===== src/rtl/spi_dec_pkg.sv =====
package spi_dec_pkg;

    typedef enum logic [3:0] {
        OP_NONE     = 4'd0,
        OP_RD_WIPER = 4'd1,
        OP_WR_WIPER = 4'd2,
        OP_RD_DREG  = 4'd3,
        OP_WR_DREG  = 4'd4,
        OP_DR2W     = 4'd5,
        OP_W2DR     = 4'd6,
        OP_GDR2W    = 4'd7,
        OP_GW2DR    = 4'd8,
        OP_STATUS   = 4'd9,
        OP_STEP_UP  = 4'd10,
        OP_STEP_DN  = 4'd11,
        OP_STEPMODE = 4'd12
    } op_e;

    localparam logic [3:0] DEV_TYPE   = 4'b0101;
    localparam logic [7:0] STATUS_CMD = 8'h51;

    typedef struct packed {
        logic       valid;
        op_e        op;
        logic [1:0] wiper;
        logic [1:0] dreg;
        logic [7:0] data;
    } req_t;

    function automatic logic is_xfer(op_e op);
        return (op == OP_DR2W) || (op == OP_W2DR) || (op == OP_GDR2W) || (op == OP_GW2DR);
    endfunction

    function automatic logic is_write(op_e op);
        return (op == OP_WR_WIPER) || (op == OP_WR_DREG);
    endfunction

endpackage


===== src/rtl/spi_pin_sync.sv =====
module spi_pin_sync #(
    parameter int WIDTH  = 4,
    parameter int STAGES = 2
) (
    input  logic             clk,
    input  logic             rst_n,
    input  logic [WIDTH-1:0] pin_in,
    output logic [WIDTH-1:0] pin_sync
);
    for (genvar b = 0; b < WIDTH; b++) begin : g_bit
        logic [STAGES-1:0] chain_q;
        always_ff @(posedge clk or negedge rst_n) begin
            if (!rst_n) chain_q <= '0;
            else        chain_q <= {chain_q[STAGES-2:0], pin_in[b]};
        end
        assign pin_sync[b] = chain_q[STAGES-1];
    end
endmodule


===== src/rtl/spi_op_decode.sv =====
module spi_op_decode
    import spi_dec_pkg::*;
(
    input  logic [7:0] instr,
    output op_e        op
);
    always_comb begin
        case (instr[7:4])
            4'b1001: op = OP_RD_WIPER;
            4'b1010: op = OP_WR_WIPER;
            4'b1011: op = OP_RD_DREG;
            4'b1100: op = OP_WR_DREG;
            4'b1101: op = OP_DR2W;
            4'b1110: op = OP_W2DR;
            4'b0001: op = OP_GDR2W;
            4'b1000: op = OP_GW2DR;
            4'b0010: op = OP_STEPMODE;
            4'b0101: op = (instr == STATUS_CMD) ? OP_STATUS : OP_NONE;
            default: op = OP_NONE;
        endcase
    end
endmodule


===== src/rtl/spi_cmd_decoder.sv =====
module spi_cmd_decoder
    import spi_dec_pkg::*;
#(
    parameter int ADDR_W      = 2,
    parameter int SYNC_STAGES = 2
) (
    input  logic              clk,
    input  logic              rst_n,
    input  logic              sck,
    input  logic              si,
    input  logic              cs_n,
    input  logic              hold_n,
    input  logic [ADDR_W-1:0] dev_addr,
    input  logic              wip,
    input  logic [7:0]        rd_data,
    output logic              req_valid,
    output logic [3:0]        req_op,
    output logic [1:0]        req_wiper,
    output logic [1:0]        req_dreg,
    output logic [7:0]        req_data,
    output logic              so,
    output logic              so_oe
);
    localparam int BYTE_W  = 8;
    localparam int FRAME2  = 2 * BYTE_W;
    localparam int FRAME3  = 3 * BYTE_W;
    localparam int CNT_W   = $clog2(FRAME3) + 1;
    localparam int ID_PAD  = 4 - ADDR_W;
    localparam logic [CNT_W-1:0] CNT_MAX = '1;

    typedef struct packed {
        logic              sck_prev;
        logic              cs_prev;
        logic              active;
        logic              paused;
        logic [CNT_W-1:0]  cnt;
        logic [BYTE_W-1:0] sh;
        logic              id_ok;
        logic [BYTE_W-1:0] instr;
        op_e               op;
        logic              step_mode;
        logic [1:0]        pend;
        logic              live;
        logic              drv;
        logic [BYTE_W-1:0] so_sh;
        logic              so_bit;
        logic              so_oe;
        req_t              req;
    } st_t;

    st_t q, d;

    logic [3:0]        pins_sync;
    logic              sck_l, si_l, cs_l, hold_l;
    logic [BYTE_W-1:0] sh_next;
    op_e               dec_op;
    logic              sck_rise, sck_fall, cs_rise, cs_fall;

    spi_pin_sync #(.WIDTH(4), .STAGES(SYNC_STAGES)) u_sync (
        .clk      (clk),
        .rst_n    (rst_n),
        .pin_in   ({hold_n, cs_n, si, sck}),
        .pin_sync (pins_sync)
    );
    assign {hold_l, cs_l, si_l, sck_l} = pins_sync;

    assign sh_next  = {q.sh[BYTE_W-2:0], si_l};
    assign sck_rise =  sck_l & ~q.sck_prev;
    assign sck_fall = ~sck_l &  q.sck_prev;
    assign cs_rise  =  cs_l  & ~q.cs_prev;
    assign cs_fall  = ~cs_l  &  q.cs_prev;

    spi_op_decode u_dec (.instr(sh_next), .op(dec_op));

    function automatic req_t mk_req(op_e op, logic [BYTE_W-1:0] ins, logic [BYTE_W-1:0] dat);
        req_t r;
        r.valid = 1'b1;
        r.op    = op;
        r.wiper = ins[1:0];
        r.dreg  = ins[3:2];
        r.data  = dat;
        return r;
    endfunction

    always_comb begin
        d           = q;
        d.req.valid = 1'b0;
        d.sck_prev  = sck_l;
        d.cs_prev   = cs_l;
        if (cs_fall) begin
            d.active    = 1'b1;
            d.paused    = 1'b0;
            d.cnt       = '0;
            d.id_ok     = 1'b0;
            d.op        = OP_NONE;
            d.step_mode = 1'b0;
            d.pend      = '0;
            d.live      = 1'b0;
            d.drv       = 1'b0;
        end else if (cs_rise) begin
            if (q.active && q.id_ok) begin
                if (q.cnt == CNT_W'(FRAME3) && is_write(q.op))
                    d.req = mk_req(q.op, q.instr, q.sh);
                else if (q.cnt == CNT_W'(FRAME2) && is_xfer(q.op))
                    d.req = mk_req(q.op, q.instr, '0);
            end
            d.active    = 1'b0;
            d.paused    = 1'b0;
            d.step_mode = 1'b0;
            d.pend      = '0;
            d.live      = 1'b0;
            d.drv       = 1'b0;
        end else if (q.active) begin
            if (!sck_l) d.paused = ~hold_l;
            if (!q.paused && sck_rise) begin
                d.sh = sh_next;
                if (q.cnt != CNT_MAX) d.cnt = q.cnt + 1'b1;
                if (q.cnt == CNT_W'(BYTE_W - 1))
                    d.id_ok = (sh_next == {DEV_TYPE, {ID_PAD{1'b0}}, dev_addr});
                if (q.cnt == CNT_W'(FRAME2 - 1) && q.id_ok) begin
                    d.instr = sh_next;
                    d.op    = dec_op;
                    case (dec_op)
                        OP_RD_WIPER, OP_RD_DREG: begin
                            d.req  = mk_req(dec_op, sh_next, '0);
                            d.pend = 2'd2;
                        end
                        OP_STATUS: begin
                            d.req   = mk_req(dec_op, sh_next, '0);
                            d.so_sh = {{(BYTE_W-1){1'b0}}, wip};
                            d.live  = 1'b1;
                        end
                        OP_STEPMODE: d.step_mode = 1'b1;
                        default: ;
                    endcase
                end
                if (q.step_mode)
                    d.req = mk_req(si_l ? OP_STEP_UP : OP_STEP_DN, q.instr, '0);
            end
            if (!q.paused && sck_fall && q.live) begin
                d.so_bit = q.so_sh[BYTE_W-1];
                d.so_sh  = {q.so_sh[BYTE_W-2:0], 1'b0};
                d.drv    = 1'b1;
            end
            if (q.pend == 2'd1) begin
                d.so_sh = rd_data;
                d.live  = 1'b1;
            end
            if (q.pend != 2'd0) d.pend = q.pend - 1'b1;
        end
        d.so_oe = d.active & d.drv & ~d.paused;
    end

    always_ff @(posedge clk or negedge rst_n) begin
        if (!rst_n) begin
            q        <= '0;
            q.op     <= OP_NONE;
            q.req.op <= OP_NONE;
        end else begin
            q <= d;
        end
    end

    assign req_valid = q.req.valid;
    assign req_op    = q.req.op;
    assign req_wiper = q.req.wiper;
    assign req_dreg  = q.req.dreg;
    assign req_data  = q.req.data;
    assign so        = q.so_bit;
    assign so_oe     = q.so_oe;

    // no request of any kind without a matched identification byte
    assert_id_gate_R2: assert property (@(posedge clk) disable iff (!rst_n)
        req_valid |-> $past(q.id_ok));

    // write requests only from frames of exactly three bytes
    assert_write_len_R5: assert property (@(posedge clk) disable iff (!rst_n)
        (req_valid && is_write(op_e'(req_op))) |-> $past(q.cnt) == CNT_W'(FRAME3));

    // transfer requests only from frames of exactly two bytes
    assert_xfer_len_R6: assert property (@(posedge clk) disable iff (!rst_n)
        (req_valid && is_xfer(op_e'(req_op))) |-> $past(q.cnt) == CNT_W'(FRAME2));

    // step requests only while step mode was armed
    assert_step_mode_R9: assert property (@(posedge clk) disable iff (!rst_n)
        (req_valid && (req_op == OP_STEP_UP || req_op == OP_STEP_DN)) |-> $past(q.step_mode));

    // pad released while deselected
    assert_so_released_R10: assert property (@(posedge clk) disable iff (!rst_n)
        (cs_l && q.cs_prev) |-> !so_oe);

    // pad released while paused
    assert_pause_quiet_R11: assert property (@(posedge clk) disable iff (!rst_n)
        q.paused |-> !so_oe);

endmodule


===== config.mk =====
export PLATFORM = sky130hd
export DESIGN_NAME = spi_cmd_decoder
export DESIGN_NICKNAME = d
export VERILOG_FILES = /design/src/rtl/spi_dec_pkg.sv /design/src/rtl/spi_pin_sync.sv /design/src/rtl/spi_op_decode.sv /design/src/rtl/spi_cmd_decoder.sv
export SDC_FILE = /design/constraint.sdc
export NUM_CORES = 1
export LEC_CHECK = 0
export BUFFER_PORTS_ARGS = -buffer_cell sky130_fd_sc_hd__buf_2
export CORE_UTILIZATION = 23
export DETAILED_ROUTE_END_ITERATION = 8
export GPL_TIMING_DRIVEN = 0
export PLACE_DENSITY_LB_ADDON = 0.05
export SYNTH_ARGS = -nofsm -noshare
export SYNTH_HDL_FRONTEND = slang
export SYNTH_SLANG_ARGS = --single-unit
export TNS_END_PERCENT = 1

===== constraint.sdc =====
create_clock -name clk -period 5.05 [get_ports clk]
set_input_delay 0.2525 -clock clk [delete_from_list [all_inputs] [get_ports clk]]
set_output_delay 0.2525 -clock clk [all_outputs]
set_load 0.03 [all_outputs]

==> metrics.txt, run 1 <==
status finished clean; placeable core area 13900 um^2; post-synthesis xor/xnor area fraction 1.07%; flop and latch count out of synthesis 67; overall track demand over capacity in global routing 12.0%; die height 121 um; overall power after layout 1.36 mW; Worst Reg-to-Reg Cells 7; global-route wire length before repair 13.2 mm; antenna-violating nets left 0; Setup Crit Path Kind reg -> reg; prevailing post-synth register cell dfrtp_1; largest family of logic cells by synthesized area simple AND/OR/NAND/NOR gates; post-layout util 28.8%; routed vias/inst 4.40; EDFF count, synth 0; final worst-path cycle share 49.8%; clock buffers created by TritonCTS 9; later-pin clock latency in the skew report 0.34 ns; leading cell type in the layout, fill and taps excluded dfrtp_1; most used cells in the layout excluding fill and tap cells dfrtp_1, nand2_1, o21ai_0; Reg clk slew, reported paths 0.05 ns; required arrival time at the worst endpoint 5.31 ns; simple-gate area share of the yosys netlist 18.4%; Cell Pwr Density 341 nW/um^2; CTS H-Tree Depth 3; depth of the worst hold-timing path 1; launch point of the worst hold path cs_n; combinational group share of total power 11.8%; type of the tightest min-delay check in -> reg; RePlAce Congestion 0.759; total standard cell area after synthesis 3270 um^2; share of flip-flops with an asynchronous set or reset 100%; count of endpoints failing setup in the final report 0; net load switching power 352 uW; clock tree from TritonCTS built; average wire length per cell after detail routing 14.2 um; first-pass iteration count of the detailed router 4; maximum number of pins on one net before global-route repair 52; power share of the clock group 45.0%; final clock skew 0.00554 ns; share of synthesized cell area in full adder, half adder and majority cells 1.53%; number of nets in the finished design 398; Hold Violations, Final 0; post-CTS repair timing setup buffer count 0; share of Yosys cell area claimed by the top area cell type 51.3%; RSZ-0062 raised after global routing false; switching fraction of total power 25.9%; global-route congestion overflow total 0; vias in the first global route 2535; max-capacitance violation count 0; Compound-Gate Fraction of Synth Area 16.1%; Total Routed Length 7.97 mm; highest fanout seen on the critical path 9; Worst Max-Slew Pin Slew 0.743 ns; via count 2466; critical path launch point q[59]$_DFF_PN0_; Fin Setup TNS 0 ns; cell accounting for the most synthesized area dfrtp_1; Starting Density 23.6%; Max clock buf depth 2; Synthesized Nets 350; final period demand of the worst path 2.52 ns; count of clock tree sinks 67; Slew HR 50.1%; leakage power figure 1.78 nW; top-level port count 36; number of DRC markers after the initial detailed-route iteration 104; top post-synthesis cells by area dfrtp_1, o21ai_0, nand2_1; ratio of cells with drive above 1 in the final layout 22.4%; n_diodes 0; remaining routing DRC violations 0; number of distinct library cell variants in the gate-level netlist after synthesis 52; Final Max Slew Viols 0; synthesized area per cell 9.94 um^2; type of element launching the critical path register; Port Buf Inserts 35; share of synthesized area spent on multiplexers 4.51%; FILL cells 1499; number of synthesis warnings 0; internal power contribution 1.01 mW; number of cells produced by synthesis 329; Die X-Extent 121 um; cell at the root of the clock tree clkbuf_16; antenna violations before repair 0; start of the worst register-to-register path q[59]$_DFF_PN0_; share of synthesized area occupied by flip-flops and latches 51.3%; CP Capture Type register; floorplan row count 43; area added between synthesis and finish 22.1%; WP data arrival 2.77 ns; sequential group share of total power 43.2%; DP Wirelength 5.82 mm; Highest Clock Rate 0.397 GHz; maximum vdd ir drop 0.167 mV; area enclosed by the die boundary 14700 um^2
worst paths after layout:
kind                                                             end  slack [ns]
max in group asynchronous                            q[62]$_DFF_PN0_        4.16
worst max-delay path                           req_op[1]$_DFFE_PN0P_        2.53
worst min register to register  u_sync.g_bit[2].chain_q[1]$_DFF_PN0_        0.35
worst max register to register                 req_op[1]$_DFFE_PN0P_        2.53
worst min-delay path            u_sync.g_bit[2].chain_q[0]$_DFF_PN0_        0.02
min in group asynchronous                        req_valid$_DFF_PN0_        0.34
synthesized netlist by cell type (all sizes together) (2+ instances only):
master and count:
dfrtp 67, nand2 47, o21ai 46, buf 23
nor2 16, inv 12, nand3 10, a21oi 9
mux2i 8, clkbuf 7, nand2b 7, mux2 6
o31ai 6, a22oi 5, a31oi 5, ha 4
nand4 4, nor4 4, nor4b 4, and3 3
nor2b 3, xnor2 3, a211oi 2, a21o 2
and2 2, nand3b 2, nor3 2, o211ai 2
or4 2
cell type report:
class	instances	area [um^2]	share of cell area (%)
clock inverters	3	40.0	1.00
clock buffers	11	243	6.08
inverters	12	45.0	1.13
well taps	180	225	5.64
multi-input cells	220	1360	34.1
plain buffers	30	188	4.70
repair buffers	37	215	5.39
flip-flops and latches	67	1680	42.0
worst max-delay path, cell delays in order (launching register included):
cell      delay, ns
dfrtp_1        0.39
nor3b_1        0.55
and2_1         0.21
clkbuf_1       0.33
nand2_1        0.24
nor4b_1        0.45
a21oi_1        0.10
a31oi_1        0.17
kinds of logic after synthesis:
logic type	Yosys count
and+or+nand+nor	111
muxes	14
AOI/OAI and AO/OA	87
xor gates and xnor gates	4
adders and majority gates	4
buffers and inverters	42
DFF	67
sequential cells by signal (all words and copies together) (netlist names):
name                  cells
q                        40
req_data                  8
req_dreg                  2
req_op                    4
req_valid                 1
req_wiper                 2
so                        1
so_oe                     1
u_sync.g_bit.chain_q      8
per-layer routing:
| layer | track usage (%) | routed length (um) | up-vias |
|---|---|---|---|
| met2 | 18.8 | 3650 | 36 |
| met4 | 5.09 | 125 | 0 |
| met3 | 3.62 | 256 | 9 |
| met1 | 15.4 | 3940 | 1181 |
| li1 | - | - | 1240 |
| met5 | 0 | 0 | - |
repair_timing:
action | in CTS | in global routing
hold buffers | 1 | 0
gates resized for setup | 0 | 0
endpoints found under the hold margin | 16 | 0
power groups by stage:
stage,Sequential [mW],Combinational [mW],Clock [mW]
5_1_grt,0.593,0.182,0.657
2_1_floorplan,0.589,0.109,0
3_3_place_gp,0.598,0.161,0
4_1_cts,0.589,0.166,0.640
6_report,0.588,0.160,0.613
3_5_place_dp,0.598,0.165,0
metrics by stage:
stage	setup WS, ns	hold WS (ns)	cell area (um^2)	instances
after floorplan	3.00	-0.0431	3270	329
after global placement	2.53	0.335	3670	544
after detailed placement	2.50	0.152	3700	545
after CTS	2.49	0.00249	3990	560
after global routing	2.29	0.00216	3990	560
final	2.53	0.0212	3990	560
(Power assumes the default switching activity.)
==> run 2, diff against run 1 <==
==> constraint.sdc (replaced) <==
create_clock -name clk -period 2.2 [get_ports clk]
set_input_delay 0.11 -clock clk [delete_from_list [all_inputs] [get_ports clk]]
set_output_delay 0.11 -clock clk [all_outputs]
set_load 0.03 [all_outputs]
==> run 2 against run 1 <==
Effect of this change: the flow now finishes with violations (negative setup slack); sequential power is 130% higher; non-clock buffer count rose by 7; combinational power grew to 2.6 times the previous value; critical endpoint is now q[28]$_DFFE_PN0P_.
==> metrics.txt, run 2 (synthesized netlist as in run 1, its figures left out) <==
area added between synthesis and finish 27.2% (was 22.1%); start of the worst register-to-register path q[46]$_DFFE_PN0P_ (was q[59]$_DFF_PN0_); status finished with violations (was finished clean); violated checks negative setup slack; type of element launching the critical path register (unchanged); placed cell areas 3700 um^2 (unchanged); required arrival time at the worst endpoint 2.42 ns (was 5.31 ns); later-pin clock latency in the skew report 0.33 ns (was 0.34 ns); delay of the slowest critical-path stage 0.55 ns (about the same); Setup Crit Path Kind reg -> reg (unchanged); sum of buffers and inverters on the critical path 0 (was 1); CTS H-Tree Depth 3 (unchanged); maximum number of pins on one net before global-route repair 52 (unchanged); placeable core area 13900 um^2 (unchanged); global-route congestion overflow total 0 (unchanged); FILL cells 1503 (was 1499); Cell Pwr Density 761 nW/um^2 (was 341 nW/um^2); cell at the root of the clock tree clkbuf_16 (unchanged); remaining routing DRC violations 0 (unchanged); floorplan row count 43 (unchanged); highest fanout seen on the critical path 4 (was 9); clock tree from TritonCTS built (unchanged); Total Routed Length 8.18 mm (was 7.97 mm); clock buffers created by TritonCTS 9 (unchanged); Port Buf Inserts 35 (unchanged); RSZ-0062 raised after global routing true (was false); final clock skew 0.00599 ns (was 0.00554 ns); Starting Density 23.6% (unchanged); launch point of the worst hold path rd_data[2] (was cs_n); maximum vdd ir drop 0.384 mV (was 0.167 mV); n_diodes 0 (unchanged); CP Capture Type register (unchanged); leading cell type in the layout, fill and taps excluded dfrtp_1 (unchanged); Highest Clock Rate 0.450 GHz (was 0.397 GHz); number of nets in the finished design 405 (was 398); via count 2542 (was 2466); count of endpoints failing setup in the final report 4 (was 0); cell depth of the worst setup path 5 (was 7); DP Wirelength 5.82 mm (unchanged); family with the most delay on the worst path simple AND/OR/NAND/NOR gates (unchanged); antenna violations before repair 0 (unchanged); sink of the worst hold path q[21]$_DFFE_PN0P_ (was u_sync.g_bit[2].chain_q[0]$_DFF_PN0_); register-to-register setup slack -0.02 ns (was 2.53 ns); die height 121 um (unchanged); Worst Reg-to-Reg Cells 5 (was 7); overall power after layout 3.17 mW (was 1.36 mW); ratio of cells with drive above 1 in the final layout 27.6% (was 22.4%); overall track demand over capacity in global routing 12.2% (was 12.0%); final period demand of the worst path 2.22 ns (was 2.52 ns); met2 Use GR 19.4% (was 18.8%); Reg clk slew, reported paths 0.06 ns (was 0.05 ns); Final Max Slew Viols 0 (unchanged); count of clock tree sinks 67 (unchanged); fin area 4160 um^2 (was 3990 um^2); Worst Hold Slack 0.0635 ns (was 0.0212 ns); Max clock buf depth 2 (unchanged); Die X-Extent 121 um (unchanged); top register by number of flip-flops q (unchanged); type of the tightest min-delay check in -> reg (unchanged); GR Layer Usage met1 15.3% (was 15.4%); routed vias/inst 4.48 (was 4.40); max-capacitance violation count 0 (unchanged); leakage power figure 1.84 nW (was 1.78 nW); RePlAce Congestion 0.759 (unchanged); Worst Max-Slew Pin Slew 0.616 ns (was 0.743 ns); Hold Violations, Final 0 (unchanged); top-level port count 36 (unchanged); critical path, cell by cell or4_4 -> nor4b_4 -> nand4_1 -> a31oi_1 -> mux2_2 (was nor3b_1 -> and2_1 -> clkbuf_1 -> nand2_1 -> nor4b_1 -> a21oi_1 -> a31oi_1); slowest stage cell on the critical path or4_4 (was nor3b_1); flip-flop count of the largest register after layout 40 (unchanged); final worst-path cycle share 101% (was 49.8%); worst path setup slack after routing -0.0239 ns (was 2.53 ns); RR Endpoint q[28]$_DFFE_PN0P_ (was req_op[1]$_DFFE_PN0P_); Slew HR 58.5% (was 50.1%); post-layout util 30.0% (was 28.8%); routing layer with the top usage in global route met2 (unchanged); area enclosed by the die boundary 14700 um^2 (unchanged); number of DRC markers after the initial detailed-route iteration 92 (was 104); most used cells in the layout excluding fill and tap cells dfrtp_1, nand2_1, o21ai_0 (unchanged); global-route wire length before repair 13.3 mm (was 13.2 mm); met3 demand-to-capacity share in global routing 3.62% (unchanged); antenna-violating nets left 0 (unchanged); WP data arrival 2.44 ns (was 2.77 ns); depth of the worst hold-timing path 3 (was 1); average wire length per cell after detail routing 14.4 um (was 14.2 um); vias in the first global route 2595 (was 2535); critical path launch point q[46]$_DFFE_PN0P_ (was q[59]$_DFF_PN0_); first-pass iteration count of the detailed router 4 (unchanged)
## run 2: where the power goes
part | leakage [nW] | switching [mW] | total (mW) | internal [mW]
logic | 0.837 | 0.247 | 0.409 | 0.162
clock network | 0.141 | 0.514 | 1.40 | 0.891
registers | 0.858 | 0.0649 | 1.35 | 1.29
## run 2: area by class of cell
cell class,count,area (um^2),area share (%)
clock inverters,3,40.0,0.962
inverters,12,45.0,1.08
plain buffers,27,188,4.51
well taps,180,225,5.41
flip-flops and latches,67,1680,40.3
multi-input cells,220,1440,34.6
clock buffers,11,243,5.83
repair buffers,47,300,7.22
## run 2: worst min-delay path, cell delays in order
cell and delay [ns]:
buf_2 0.07, mux2i_1 0.05, o21ai_0 0.13
## run 2: how the worst max path moves through the flow
stage	to	slack, ns
after floorplan	req_data[0]$_DFFE_PN0P_	0.15
after global placement	req_data[4]$_DFFE_PN0P_	-0.32
after detailed placement	req_dreg[1]$_DFFE_PN0P_	-0.35
after CTS	q[28]$_DFFE_PN0P_	-0.06
after global routing	req_data[0]$_DFFE_PN0P_	-0.15
final	q[28]$_DFFE_PN0P_	-0.02
## run 2: metrics by stage
stage	cells	setup WS (ns)	TNS, ns
after global placement	544	-0.322	-6.73
final	567	-0.0239	-0.0536
after CTS	567	-0.0646	-0.323
after global routing	567	-0.151	-2.07
after floorplan	329	0.148	0
after detailed placement	545	-0.351	-7.35
## run 2: per-layer routing
layer	share of wire (%)	routed length, um	vias to the layer above
li1	-	-	1254
met1	48	3910	1234
met2	47	3840	45
met3	3.4	282	9
met4	1.7	142	0
met5	0	0	-
## run 2: repair_timing
action / CTS / global route
hold endpoints to repair: 71 / 0
buffers inserted: 6 / 0
endpoints found under the setup margin: 33 / 27
hold buffers: 5 / 0
resized for setup: 14 / 10
pin swaps: 7 / 5
gates cloned: 0 / 0
==> run 3, diff against run 2 <==
--- a/config.mk
+++ b/config.mk
@@ -8,7 +8,6 @@
 export BUFFER_PORTS_ARGS = -buffer_cell sky130_fd_sc_hd__buf_2
 export CORE_UTILIZATION = 23
 export DETAILED_ROUTE_END_ITERATION = 8
-export GPL_TIMING_DRIVEN = 0
 export PLACE_DENSITY_LB_ADDON = 0.05
 export SYNTH_ARGS = -nofsm -noshare
 export SYNTH_HDL_FRONTEND = slang
==> run 3 against run 2 <==
Effect of this change: the run still ends with negative setup slack left; sequential power about the same; design area down 1.0%; first-iteration DRC count unchanged; largest power group unchanged; total power up 1.8%; critical path depth up 1; highest routed layer unchanged; clock skew down 0.00094 ns; core utilization down 0.31 points; global-route usage up 0.32 points.
==> metrics.txt, run 3 (synthesized netlist as in run 1, its figures left out) <==
post-layout util 29.7% (was 30.0%); overall power after layout 3.22 mW (was 3.17 mW); Port Buf Inserts 35 (unchanged); flip-flop count of the largest register after layout 40 (unchanged); top-level port count 36 (unchanged); global-route wire length before repair 13.6 mm (was 13.3 mm); CP Capture Type register (unchanged); count of endpoints failing setup in the final report 1 (was 4); Highest Clock Rate 0.452 GHz (was 0.450 GHz); first-pass iteration count of the detailed router 4 (unchanged); clock buffers created by TritonCTS 9 (unchanged); Worst Max-Slew Pin Slew 0.594 ns (was 0.616 ns); required arrival time at the worst endpoint 2.42 ns (about the same); Max clock buf depth 2 (unchanged); Cell Pwr Density 783 nW/um^2 (was 761 nW/um^2); leading cell type in the layout, fill and taps excluded dfrtp_1 (unchanged); Hold Violations, Final 0 (unchanged); start of the worst register-to-register path q[47]$_DFFE_PN0P_ (was q[46]$_DFFE_PN0P_); CTS H-Tree Depth 3 (unchanged); pre-CTS WS -0.0287 ns (was -0.351 ns); Setup Crit Path Kind reg -> reg (unchanged); antenna-violating nets left 0 (unchanged); maximum number of pins on one net before global-route repair 68 (was 52); ratio of cells with drive above 1 in the final layout 24.8% (was 27.6%); cell at the root of the clock tree clkbuf_16 (unchanged); Worst Hold Slack 0.0690 ns (was 0.0635 ns); clock tree from TritonCTS built (unchanged); top register by number of flip-flops q (unchanged); RSZ-0062 raised after global routing true (unchanged); area added between synthesis and finish 25.9% (was 27.2%); final worst-path cycle share 101% (about the same); max-capacitance violation count 0 (unchanged); n_diodes 0 (unchanged); later-pin clock latency in the skew report 0.34 ns (was 0.33 ns); die height 121 um (unchanged); leakage power figure 1.83 nW (was 1.84 nW); remaining routing DRC violations 0 (unchanged); DP Wirelength 5.85 mm (was 5.82 mm); violated checks negative setup slack (unchanged); critical path launch point q[47]$_DFFE_PN0P_ (was q[46]$_DFFE_PN0P_); final clock skew 0.00505 ns (was 0.00599 ns); vias in the first global route 2538 (was 2595); register-to-register setup slack -0.01 ns (was -0.02 ns); status finished with violations (unchanged); floorplan row count 43 (unchanged); sum of routed wire segments on met1 4.05 mm (was 3.91 mm); destination of the critical timing path q[28]$_DFFE_PN0P_ (unchanged); count of clock tree sinks 67 (unchanged); average wire length per cell after detail routing 14.6 um (was 14.4 um); placeable core area 13900 um^2 (unchanged); maximum vdd ir drop 0.292 mV (was 0.384 mV); Fin Setup TNS -0.0132 ns (was -0.0536 ns); Starting Density 23.6% (unchanged); Final Max Slew Viols 0 (unchanged); top layer reached by signal wires met4 (unchanged); RePlAce Congestion 0.715 (was 0.759); highest fanout seen on the critical path 4 (unchanged); global-route congestion overflow total 0 (unchanged); RR Endpoint q[28]$_DFFE_PN0P_ (unchanged); most used cells in the layout excluding fill and tap cells dfrtp_1, nand2_1, o21ai_0 (unchanged); area enclosed by the die boundary 14700 um^2 (unchanged); final period demand of the worst path 2.21 ns (was 2.22 ns); Slew HR 60.0% (was 58.5%); routed vias/inst 4.43 (was 4.48); via count 2496 (was 2542); type of element launching the critical path register (unchanged); number of nets in the finished design 400 (was 405); Reg clk slew, reported paths 0.05 ns (was 0.06 ns); overall track demand over capacity in global routing 12.5% (was 12.2%); Total Routed Length 8.21 mm (was 8.18 mm); antenna violations before repair 0 (unchanged); Detail Route met3 WL 261 um (was 282 um); type of the tightest min-delay check in -> reg (unchanged); Die X-Extent 121 um (unchanged); number of DRC markers after the initial detailed-route iteration 92 (unchanged); worst path setup slack after routing -0.0132 ns (was -0.0239 ns); routed length on met2 3.71 mm (was 3.84 mm); WP data arrival 2.43 ns (was 2.44 ns); Worst Reg-to-Reg Cells 6 (was 5)
-- run 3: timing repair --
| item | CTS | global route |
|---|---|---|
| pin swaps | 1 | 5 |
| setup buffers | 0 | 1 |
| endpoints found under the setup margin | 7 | 21 |
| hold endpoints to repair | 71 | 0 |
| hold buffers | 5 | 0 |
| resized for setup | 1 | 6 |
-- run 3: worst min-delay path by stage --
stage | to | start | slack [ns] | depth (start not counted)
after floorplan | q[19]$_DFFE_PN0P_ | rst_n | -0.19 | 0
after detailed placement | req_valid$_DFF_PN0_ | rst_n | 0.17 | 2
after CTS | q[23]$_DFFE_PN0P_ | rd_data[4] | 0.06 | 3
final | q[22]$_DFFE_PN0P_ | rd_data[3] | 0.07 | 3
after global placement | req_valid$_DFF_PN0_ | rst_n | 0.18 | 2
after global routing | q[21]$_DFFE_PN0P_ | rd_data[2] | 0.08 | 3
-- run 3: area by class of cell --
class / count / area (um^2)
Clock buffer: 13 / 260
Clock inverter: 2 / 35.0
Fill cell: 1492 / 9760
Inverter: 12 / 45.0
Multi-Input combinational cell: 220 / 1400
Sequential cell: 67 / 1680
Tap cell: 180 / 225
Timing Repair Buffer: 69 / 480
-- run 3: through the flow --
step                      instances  cell area, um^2
after floorplan                 329             3270
after global placement          542             3730
after detailed placement        542             3730
after CTS                       562             4080
after global routing            563             4120
final                           563             4120
-- run 3: layer usage --
layer | vias to the layer above | global-route usage (%)
li1 | 1247 | -
met1 | 1195 | 16.2
met2 | 39 | 19.3
met3 | 15 | 2.82
met4 | 0 | 6.71
met5 | - | 0
-- run 3: power breakdown --
group | total (mW) | internal [mW] | switching, mW
Clock | 1.45 | 0.931 | 0.518
Combinational | 0.432 | 0.175 | 0.257
Sequential | 1.34 | 1.29 | 0.0539
-- run 3: worst max-delay path, cell delays in order (launching register included) --
cell and delay, ns:
dfrtp_1 0.37, or4_4 0.56, nor4b_4 0.32, buf_4 0.18, nand4_1 0.12, a31oi_1 0.21
mux2_2 0.34
